<file path="src/rtl/dmd_pkg.sv">
package dmd_pkg;

  typedef enum logic [1:0] {
    SEL_R   = 2'd0,
    SEL_A   = 2'd1,
    SEL_N   = 2'd2,
    SEL_RSV = 2'd3
  } cfg_sel_e;

  function automatic int unsigned max3(int unsigned a, int unsigned b, int unsigned c);
    int unsigned m;
    m = (a > b) ? a : b;
    return (m > c) ? m : c;
  endfunction

endpackage

</file>
<file path="src/rtl/dmd_cfg_stage.sv">
module dmd_cfg_stage
  import dmd_pkg::*;
#(
  parameter int unsigned R_W   = 13,
  parameter int unsigned A_W   = 8,
  parameter int unsigned N_W   = 10,
  parameter int unsigned D_W   = 13,
  parameter int unsigned R_DEF = 8,
  parameter int unsigned A_DEF = 2,
  parameter int unsigned N_DEF = 16
) (
  input  logic           clk_i,
  input  logic           rst_ni,
  input  logic           we_i,
  input  cfg_sel_e       sel_i,
  input  logic [D_W-1:0] data_i,
  input  logic           r_busy_i,
  input  logic           l_busy_i,
  output logic [R_W-1:0] r_act_o,
  output logic [A_W-1:0] a_act_o,
  output logic [N_W-1:0] n_act_o
);

  localparam int unsigned     LW      = ((A_W > N_W) ? A_W : N_W) + 1;
  localparam logic [D_W-1:0]  R_MAX   = D_W'((64'd1 << R_W) - 64'd1);
  localparam logic [D_W-1:0]  R_LOWOK = D_W'(5);

  logic [R_W-1:0] r_stg_q;
  logic [A_W-1:0] a_stg_q;
  logic [N_W-1:0] n_stg_q;
  logic           pend_q;
  logic           r_ok, loop_ok, commit;

  always_comb begin
    r_ok    = (data_i == D_W'(1)) || ((data_i >= R_LOWOK) && (data_i <= R_MAX));
    loop_ok = (LW'(a_stg_q) <= LW'(n_stg_q)) && (n_stg_q != '0);
    // hand-over only in a cycle where no counter reloads
    commit  = pend_q && !r_busy_i && !l_busy_i;
  end

  always_ff @(posedge clk_i or negedge rst_ni) begin
    if (!rst_ni) begin
      r_stg_q <= R_W'(R_DEF);
      a_stg_q <= A_W'(A_DEF);
      n_stg_q <= N_W'(N_DEF);
      r_act_o <= R_W'(R_DEF);
      a_act_o <= A_W'(A_DEF);
      n_act_o <= N_W'(N_DEF);
      pend_q  <= 1'b0;
    end else begin
      if (commit) begin
        r_act_o <= r_stg_q;
        a_act_o <= a_stg_q;
        n_act_o <= n_stg_q;
        pend_q  <= 1'b0;
      end
      if (we_i) begin
        case (sel_i)
          SEL_R: if (r_ok && loop_ok) begin
            r_stg_q <= data_i[R_W-1:0];
            pend_q  <= 1'b1;
          end
          SEL_A: if (!pend_q) a_stg_q <= data_i[A_W-1:0];
          SEL_N: if (!pend_q) n_stg_q <= data_i[N_W-1:0];
          default: ;
        endcase
      end
    end
  end

  // live reference ratio is never in the illegal 2..4 band
  a_r4_ref_legal: assert property (@(posedge clk_i) disable iff (!rst_ni)
    (r_act_o == R_W'(1)) || (r_act_o >= R_W'(5)));

  // live swallow count never exceeds live main count, main nonzero
  a_r9_loop_legal: assert property (@(posedge clk_i) disable iff (!rst_ni)
    (LW'(a_act_o) <= LW'(n_act_o)) && (n_act_o != '0));

endmodule

</file>
<file path="src/rtl/dmd_ref_div.sv">
module dmd_ref_div #(
  parameter int unsigned R_W   = 13,
  parameter int unsigned R_DEF = 8
) (
  input  logic           clk_i,
  input  logic           rst_ni,
  input  logic           stby_i,
  input  logic           tick_i,
  input  logic [R_W-1:0] ratio_i,
  output logic           fr_o,
  output logic           busy_o
);

  logic [R_W-1:0] cnt_q;
  logic           term;

  always_comb begin
    term   = (cnt_q == '0);
    busy_o = tick_i && term && !stby_i;
  end

  // ratio 1 keeps cnt_q at 0, so every tick strobes
  assign fr_o = busy_o;

  always_ff @(posedge clk_i or negedge rst_ni) begin
    if (!rst_ni) begin
      cnt_q <= R_W'(R_DEF - 1);
    end else if (stby_i) begin
      cnt_q <= ratio_i - R_W'(1);
    end else if (tick_i) begin
      if (term) cnt_q <= ratio_i - R_W'(1);
      else      cnt_q <= cnt_q - R_W'(1);
    end
  end

  // a strobe starts a fresh period of the live ratio
  a_r2_reload: assert property (@(posedge clk_i) disable iff (!rst_ni)
    fr_o |=> (cnt_q == $past(ratio_i) - R_W'(1)));

endmodule

</file>
<file path="src/rtl/dmd_loop_div.sv">
module dmd_loop_div #(
  parameter int unsigned A_W   = 8,
  parameter int unsigned N_W   = 10,
  parameter int unsigned A_DEF = 2,
  parameter int unsigned N_DEF = 16
) (
  input  logic           clk_i,
  input  logic           rst_ni,
  input  logic           stby_i,
  input  logic           tick_i,
  input  logic [A_W-1:0] a_i,
  input  logic [N_W-1:0] n_i,
  output logic           fv_o,
  output logic           mc_o,
  output logic           busy_o
);

  localparam int unsigned LW = ((A_W > N_W) ? A_W : N_W) + 1;

  logic [N_W-1:0] n_cnt_q;
  logic [A_W-1:0] a_cnt_q;
  logic           term;

  always_comb begin
    term   = (n_cnt_q == '0);
    busy_o = tick_i && term && !stby_i;
    mc_o   = (a_cnt_q != '0);
  end

  assign fv_o = busy_o;

  always_ff @(posedge clk_i or negedge rst_ni) begin
    if (!rst_ni) begin
      n_cnt_q <= N_W'(N_DEF - 1);
      a_cnt_q <= A_W'(A_DEF);
    end else if (stby_i) begin
      n_cnt_q <= n_i - N_W'(1);
      a_cnt_q <= a_i;
    end else if (tick_i) begin
      if (term) begin
        n_cnt_q <= n_i - N_W'(1);
        a_cnt_q <= a_i;
      end else begin
        n_cnt_q <= n_cnt_q - N_W'(1);
        if (a_cnt_q != '0) a_cnt_q <= a_cnt_q - A_W'(1);
      end
    end
  end

  // a loop strobe reloads both counts from the live ratios
  a_r8_reload: assert property (@(posedge clk_i) disable iff (!rst_ni)
    fv_o |=> (n_cnt_q == $past(n_i) - N_W'(1)) && (a_cnt_q == $past(a_i)));

  // swallow phase never outlasts the main count
  a_r8_swallow_fits: assert property (@(posedge clk_i) disable iff (!rst_ni)
    LW'(a_cnt_q) <= LW'(n_cnt_q) + LW'(1));

endmodule

</file>
<file path="src/rtl/dual_mod_divider.sv">
module dual_mod_divider
  import dmd_pkg::*;
#(
  parameter int unsigned R_W   = 13,
  parameter int unsigned A_W   = 8,
  parameter int unsigned N_W   = 10,
  parameter int unsigned R_DEF = 8,
  parameter int unsigned A_DEF = 2,
  parameter int unsigned N_DEF = 16,
  localparam int unsigned D_W  = max3(R_W, A_W, N_W)
) (
  input  logic           clk_i,
  input  logic           rst_ni,
  input  logic           stby_i,
  input  logic           ref_en_i,
  input  logic           pre_en_i,
  input  logic           cfg_we_i,
  input  logic [1:0]     cfg_sel_i,
  input  logic [D_W-1:0] cfg_data_i,
  output logic           fr_o,
  output logic           fv_o,
  output logic           mc_o
);

  logic [R_W-1:0] r_act;
  logic [A_W-1:0] a_act;
  logic [N_W-1:0] n_act;
  logic           r_busy, l_busy;

  dmd_cfg_stage #(
    .R_W(R_W), .A_W(A_W), .N_W(N_W), .D_W(D_W),
    .R_DEF(R_DEF), .A_DEF(A_DEF), .N_DEF(N_DEF)
  ) i_stage (
    .clk_i    (clk_i),
    .rst_ni   (rst_ni),
    .we_i     (cfg_we_i),
    .sel_i    (cfg_sel_e'(cfg_sel_i)),
    .data_i   (cfg_data_i),
    .r_busy_i (r_busy),
    .l_busy_i (l_busy),
    .r_act_o  (r_act),
    .a_act_o  (a_act),
    .n_act_o  (n_act)
  );

  dmd_ref_div #(.R_W(R_W), .R_DEF(R_DEF)) i_ref (
    .clk_i   (clk_i),
    .rst_ni  (rst_ni),
    .stby_i  (stby_i),
    .tick_i  (ref_en_i),
    .ratio_i (r_act),
    .fr_o    (fr_o),
    .busy_o  (r_busy)
  );

  dmd_loop_div #(.A_W(A_W), .N_W(N_W), .A_DEF(A_DEF), .N_DEF(N_DEF)) i_loop (
    .clk_i  (clk_i),
    .rst_ni (rst_ni),
    .stby_i (stby_i),
    .tick_i (pre_en_i),
    .a_i    (a_act),
    .n_i    (n_act),
    .fv_o   (fv_o),
    .mc_o   (mc_o),
    .busy_o (l_busy)
  );

  // live ratios do not move in the cycle after a reload strobe decision
  a_r7_ref_hold: assert property (@(posedge clk_i) disable iff (!rst_ni)
    fr_o |=> $stable(r_act));

  a_r7_loop_hold: assert property (@(posedge clk_i) disable iff (!rst_ni)
    fv_o |=> ($stable(a_act) && $stable(n_act)));

  // standby mutes both strobes
  a_r10_quiet: assert property (@(posedge clk_i) disable iff (!rst_ni)
    stby_i |-> (!fr_o && !fv_o));

endmodule

</file>
<file path="config.mk">
export PLATFORM = sky130hd
export DESIGN_NAME = dual_mod_divider
export DESIGN_NICKNAME = d
export VERILOG_FILES = /design/src/rtl/dmd_pkg.sv /design/src/rtl/dmd_cfg_stage.sv /design/src/rtl/dmd_ref_div.sv /design/src/rtl/dmd_loop_div.sv /design/src/rtl/dual_mod_divider.sv
export SDC_FILE = /design/constraint.sdc
export NUM_CORES = 1
export LEC_CHECK = 0
export BUFFER_PORTS_ARGS = -buffer_cell sky130_fd_sc_hd__buf_2
export CAP_MARGIN = 20
export CELL_PAD_IN_SITES_DETAIL_PLACEMENT = 1
export CELL_PAD_IN_SITES_GLOBAL_PLACEMENT = 1
export CORE_MARGIN = 1
export CORE_UTILIZATION = 50
export DETAILED_ROUTE_END_ITERATION = 7
export PLACE_DENSITY_LB_ADDON = 0.1
export SLEW_MARGIN = 20
export SYNTH_ARGS = -nofsm -noshare
export SYNTH_HDL_FRONTEND = slang
export SYNTH_SLANG_ARGS = --single-unit
</file>
<file path="constraint.sdc">
create_clock -name clk_i -period 3.05 [get_ports clk_i]
set_input_delay 0.1525 -clock clk_i [delete_from_list [all_inputs] [get_ports clk_i]]
set_output_delay 0.1525 -clock clk_i [all_outputs]
set_load 0.02 [all_outputs]
</file>
Word-level counts from Yosys, hierarchy flattened
Index checks and enable logic that the tools add are counted.

Output and inout port bits: 3. Input bits: 21. Word-level logic and storage cells: 61. Register bits: 94.

Bitwise operators: 1. Muxes and demuxes: 14. Equal/unequal tests: 3. $lt $le $gt $ge: 3. Reduce and logical (&&, ||, !) cells: 25. Add/sub/neg operators: 5.

Operators by type and width (count): 13-bit two-way mux (3); 8-bit two-way mux (4); 10-bit two-way mux (3); 13-bit by 1-bit subtractor with 13-bit output (second input constant) (2); 10-bit by 1-bit subtractor with 10-bit output (second input constant) (2); 13-bit by 1-bit equality test with 1-bit output (second input constant) (1); 13-bit by 3-bit >= comparator with 1-bit output (second input constant) (1); 13-bit <= comparator (second input constant) (1); 13-bit logical NOT (1); 8-bit by 10-bit <= comparator with 1-bit output (1); 10-bit logical NOT (1); 10-bit nonzero test (1); 1-bit logical AND (9); 3-bit AND reduction (3); 8-bit nonzero test (1); 8-bit by 1-bit subtractor with 8-bit output (second input constant) (1); 1-bit two-way mux (4); 2-bit nonzero test (2); 1-bit logical NOT (3); 3-bit nonzero test (1); 2-bit by 1-bit equality test with 1-bit output (second input constant) (1); 2-bit equality test (second input constant) (1); 2-bit logical NOT (1); 2-bit AND reduction (1); 2 further kinds (2).

Depth between registers and ports, before layout
Word-level depth: 10. Depth in mapped cells: 9. Depth with buffers taken out: 8.

Cells and area by module
Synthesis repeated with hierarchy kept, for this count alone.

Cells, all modules: 481. Area total of the unflattened synthesis: 5113.7 um^2.

Modules (own cells, without submodules): dmd_cfg_stage (times used 1, area each 2618.8 um^2, cells an instance 183); dmd_loop_div (times used 1, area each 1390.1 um^2, cells an instance 164); dmd_ref_div (times used 1, area each 1104.8 um^2, cells an instance 134).

Worst setup path before layout
No wires, ideal clock.

Path kind: reg-to-reg. Start: register i_stage.n_stg_q[4]. End: register i_stage.r_stg_q[10]. Period minus slack after synthesis: 2.286 ns. Cell stages (with the launch flop): 9. Setup time: 0.125 ns. Data arrival time: 2.161 ns. Setup slack: 0.764 ns. Cell sequence: dfstp_2 -> inv_1 -> ha_1 -> nand4_1 -> a2111oi_0 -> o21ai_0 -> o311ai_2 -> buf_2 -> mux2_2.

Word-level cells in the longest chain between the ends: 4. Elaborated cells on any way between the ends: 5. Those cells by class: order compare (1); reduce/logical (4).

Ends and longest elaborated chain: start, declared (RTL line dmd_cfg_stage.sv:30) `logic [N_W-1:0] n_stg_q;`; start signal, assigned (RTL line dmd_cfg_stage.sv:45) `n_stg_q <= N_W'(N_DEF);`; start signal, assigned (RTL line dmd_cfg_stage.sv:64) `SEL_N: if (!pend_q) n_stg_q <= data_i[N_W-1:0];`; 8-bit by 10-bit <= comparator with 1-bit output / 10-bit nonzero test (equally long branches) (RTL line dmd_cfg_stage.sv:36) `loop_ok = (LW'(a_stg_q) <= LW'(n_stg_q)) && (n_stg_q != '0);`; 1-bit logical AND (*) (RTL line dmd_cfg_stage.sv:36); 1-bit logical AND (*) (RTL line dmd_cfg_stage.sv:59) `SEL_R: if (r_ok && loop_ok) begin`; 3-bit AND reduction (no source line) (*); end signal, assigned (RTL line dmd_cfg_stage.sv:43) `r_stg_q <= R_W'(R_DEF);`; end signal, assigned (RTL line dmd_cfg_stage.sv:60) `r_stg_q <= data_i[R_W-1:0];`; end, declared (RTL line dmd_cfg_stage.sv:28) `logic [R_W-1:0] r_stg_q;`.

Mark *: on every way between the ends. The rest lies on a longest branch, timed or not. A chain may end at the register's enable or synchronous reset.

Final worst setup path
Start: register i_stage.n_stg_q[4]. End: register i_stage.r_stg_q[0].

The elaborated chain is that of the path after synthesis.

==> run summary <==
===============================================================================================
Clk_lat worst skew                                                                       370 ps
Hold Buf Count CTS                                                                            1
Synth Register Bits                                                                          94
Number of CTS-inserted buffers                                                                9
Simple-gate area share of the yosys netlist                                              0.1671
Setup violation total in the final timing report                                              0
Worst setup EP type                                                                   flip-flop
Final ANT Viol Nets                                                                           0
Starting DRT DRC Count                                                                      215
Total wirelength of the detailed-routed design                                         12.99 mm
Die Outline Area                                                                   0.01091 sq mm
Worst Hold Class                                                                   primary input to flip-flop
Maximum number of pins on one net before global-route repair                                 57
Instance count of the mapped netlist                                                        482
Share of the clock period used by the worst path                                         0.8283
Mux contribution to synthesized area                                                     0.1533
Buffers added on ports                                                                       23
Adder-cell share of the synthesized area                                                0.03814
Fill cell count                                                                            1118
Proportion of netlist area held by the largest area contributor                          0.3814
Number of warning messages in the yosys log                                                   0
Clock Skew                                                                             9.369 ps
Commonest register cell after synthesis                                            sky130_fd_sc_hd__dfrtp_1
Parity-gate share of the synthesized area counting xor and xnor cells                   0.03004
Distinct cell type count after synthesis                                                     62
Part of the Yosys area used for sequential elements                                      0.4515
WP data arrival                                                                         2780 ps
Drc violations                                                                                0
Category of the most critical setup path                                           flip-flop to flip-flop
Top-Level Pins                                                                               24
Buffer type at the clock tree root                                                 sky130_fd_sc_hd__clkbuf_8
Final setup TNS                                                                            0 ps
Post-synthesis instance area                                                       0.005249 sq mm
First-pass GRT wire length                                                             21.74 mm
Clock input transition at the sequential cells of the worst setup and hold paths         100 ps
Total congestion overflow                                                                     0
Antenna violations before repair                                                              0
Combinational family with the most area after synthesis                            simple AND/OR/NAND/NOR gates
Final Hold Vio Count                                                                          0
Post-placement cell count                                                                   629
Post-CTS setup repair buffer count                                                            0
Final setup slack of the worst path                                                    523.5 ps
Pre-antenna DRT Iters                                                                         6
Critical path launch point                                                         i_stage.n_stg_q[4]
Required time reported for the critical path endpoint                                   3300 ps
Compound-Gate Fraction of Synth Area                                                     0.1228
Worst slew pin tran                                                                    923.0 ps
Clock tree from TritonCTS                                                                  done
Routability Congestion                                                                   0.8945
Cell taking the most area after synthesis                                          sky130_fd_sc_hd__dfrtp_1
Floorplan Core Area                                                                0.01023 sq mm
Number of global-route vias before repair                                                  4041
Maximum net fanout on the critical path                                                      14
Area growth from synthesis to final layout                                               9.893%
Startpoint types                                                                      flip-flop
Die height                                                                         104.5 microns
Maximum level of the CTS H-tree                                                               3
Number of enable-type register cells in the synthesized netlist                               0
Post-layout nets                                                                            542
Headroom to the max-slew limit                                                           0.3824
Highest attainable clock frequency                                                   0.3958 GHz
Post-route standard cell area excluding fillers                                    0.005768 sq mm
Number of antenna cells inserted                                                              0
Run status                                                                         finished, final reports clean
Power density relative to cell area                                                1029 mW/mm^2
Net count of the mapped netlist                                                             519
Clk sink count                                                                               94
Total track usage                                                                        0.2569
Post-synth ARST share                                                                     1.000
Effective utilization at floorplan                                                       0.5130
Most repeated cell in the gate-level netlist after synthesis                       sky130_fd_sc_hd__dfrtp_1
Most used standard cells in the synthesized netlist                                sky130_fd_sc_hd__dfrtp_1 (80), sky130_fd_sc_hd__o21ai_0 (35), sky130_fd_sc_hd__nand2_1 (29)
RSZ-0062 raised after global routing                                                         no
Leading post-synthesis cells by cell area                                          sky130_fd_sc_hd__dfrtp_1 (38%), sky130_fd_sc_hd__mux2_4 (8.0%), sky130_fd_sc_hd__dfstp_2 (7.0%)
Beginning of the worst register-to-register path                                   i_stage.n_stg_q[4]
Final Non-Filler Cells                                                                      646
Post-layout min period                                                                  2526 ps
Horizontal die dimension                                                           104.5 microns
Total power                                                                             5934 uW
Largest vdd supply drop                                                               0.5132 mV
Routed WL per cell                                                                 20.11 microns
Standard cell area after detailed placement                                        0.005504 sq mm
Layout cells sized above 1                                                               0.2549
Post-cts resize count                                                                         0
Hpwl dp                                                                                9.451 mm
Number of maximum-capacitance constraint violations                                           0
Hold_sp                                                                            cfg_data_i[12]
Static Leakage                                                                      0.002447 uW
Number of vias after detailed routing                                                      3879
Buffer levels on the longest clock path                                                       2
Vias per cell                                                                             6.005
Per-instance average area after synthesis                                           10.89 sq um
Setup Slack @ Placement                                                                277.3 ps
Number of standard-cell rows in the floorplan                                                37
Max Slew Vio Count                                                                            0
===============================================================================================
## placed cells by master (no fill, tap or decap), types with 5 or more instances in the layout
cell type                  synthesis  final
sky130_fd_sc_hd__xnor2_1           8      8
sky130_fd_sc_hd__nor3_1           15     15
sky130_fd_sc_hd__mux2_4           28     28
sky130_fd_sc_hd__clkbuf_8          0      9
sky130_fd_sc_hd__a221o_1           5      5
sky130_fd_sc_hd__nand4_1           9      9
sky130_fd_sc_hd__nand2_1          29     29
sky130_fd_sc_hd__ha_1             16     16
sky130_fd_sc_hd__o21ai_0          35     35
sky130_fd_sc_hd__mux2_2           27     27
sky130_fd_sc_hd__buf_4             0      8
sky130_fd_sc_hd__dfstp_2          14     14
sky130_fd_sc_hd__inv_1            26     26
sky130_fd_sc_hd__nor2_1           28     28
sky130_fd_sc_hd__a21oi_1          18     18
sky130_fd_sc_hd__nor4_1           15     15
sky130_fd_sc_hd__dfrtp_1          80     80
sky130_fd_sc_hd__buf_2             3     22
sky130_fd_sc_hd__xor2_1           10     10
sky130_fd_sc_hd__mux2i_1           8      8
sky130_fd_sc_hd__nand3_1          16     16
## per-stage QoR
stage,hold WS (ps),utilization
3_5_place_dp,253.9,0.5380
2_1_floorplan,-143.1,-
3_3_place_gp,241.1,0.5380
4_1_cts,9.918,0.5628
6_report,26.79,0.5638
5_1_grt,19.05,0.5638
## final cells by class
class / count / area [sq um] / share of cell area
clock inverter: 6 / 116.4 / 0.02017
inverter: 26 / 97.59 / 0.01692
sequential: 94 / 2370 / 0.4108
multi-input combinational: 343 / 2706 / 0.4692
timing repair buffer: 31 / 180.2 / 0.03124
tap: 136 / 170.2 / 0.02950
clock buffer: 10 / 127.6 / 0.02213
## sequential cells by signal, summed over array words and instances, names as in the netlist
signal / cells
i_ref.cnt_q: 13
i_stage.r_act_o: 13
i_stage.r_stg_q: 13
i_loop.n_cnt_q: 10
i_stage.n_act_o: 10
i_stage.n_stg_q: 10
i_loop.a_cnt_q: 8
i_stage.a_act_o: 8
i_stage.a_stg_q: 8
i_stage.pend_q: 1
## critical path, stage by stage (launching register included)
cell and delay, ps:
sky130_fd_sc_hd__dfstp_2 560, sky130_fd_sc_hd__inv_1 70, sky130_fd_sc_hd__ha_1 300, sky130_fd_sc_hd__nand4_1 110, sky130_fd_sc_hd__o22ai_1 190, sky130_fd_sc_hd__o22ai_1 140
sky130_fd_sc_hd__o311ai_4 620, sky130_fd_sc_hd__mux2_2 420
## layer usage
metal,track usage,wire length [microns],vias up
met5,0,0,-
met4,0.09184,240,0
met3,0.03509,436,17
met2,0.3903,6022,78
met1,0.3753,6290,1966
li1,-,-,1818
## power by group
group | total, uW | internal (uW) | switching (uW)
Sequential | 2620 | 1920 | 698
Combinational | 2300 | 1210 | 1090
Clock | 1020 | 554 | 463
Total | 5930 | 3690 | 2250
## worst paths after layout
path | end | cells after the start | slack (ps)
worst max-delay path | i_stage.r_stg_q[0] | 7 | 520
worst min-delay path | i_stage.r_stg_q[12] | 2 | 30
worst max register to register | i_stage.r_stg_q[0] | 7 | 520
worst min register to register | i_stage.r_act_o[12] | 1 | 520
max in group asynchronous | i_ref.cnt_q[2] | 3 | 1840
min in group asynchronous | i_ref.cnt_q[6] | 2 | 370
## kinds of logic (layout without fill, tap and decap cells)
group           Yosys count  in the layout
compound gates           96             96
xor+xnor                 18             18
fa+ha+maj                16             16
buf+inv                  45             73
flops                    94             94
mux                      63             63
simple gates            150            150
Power figures use the tool's default switching activity.
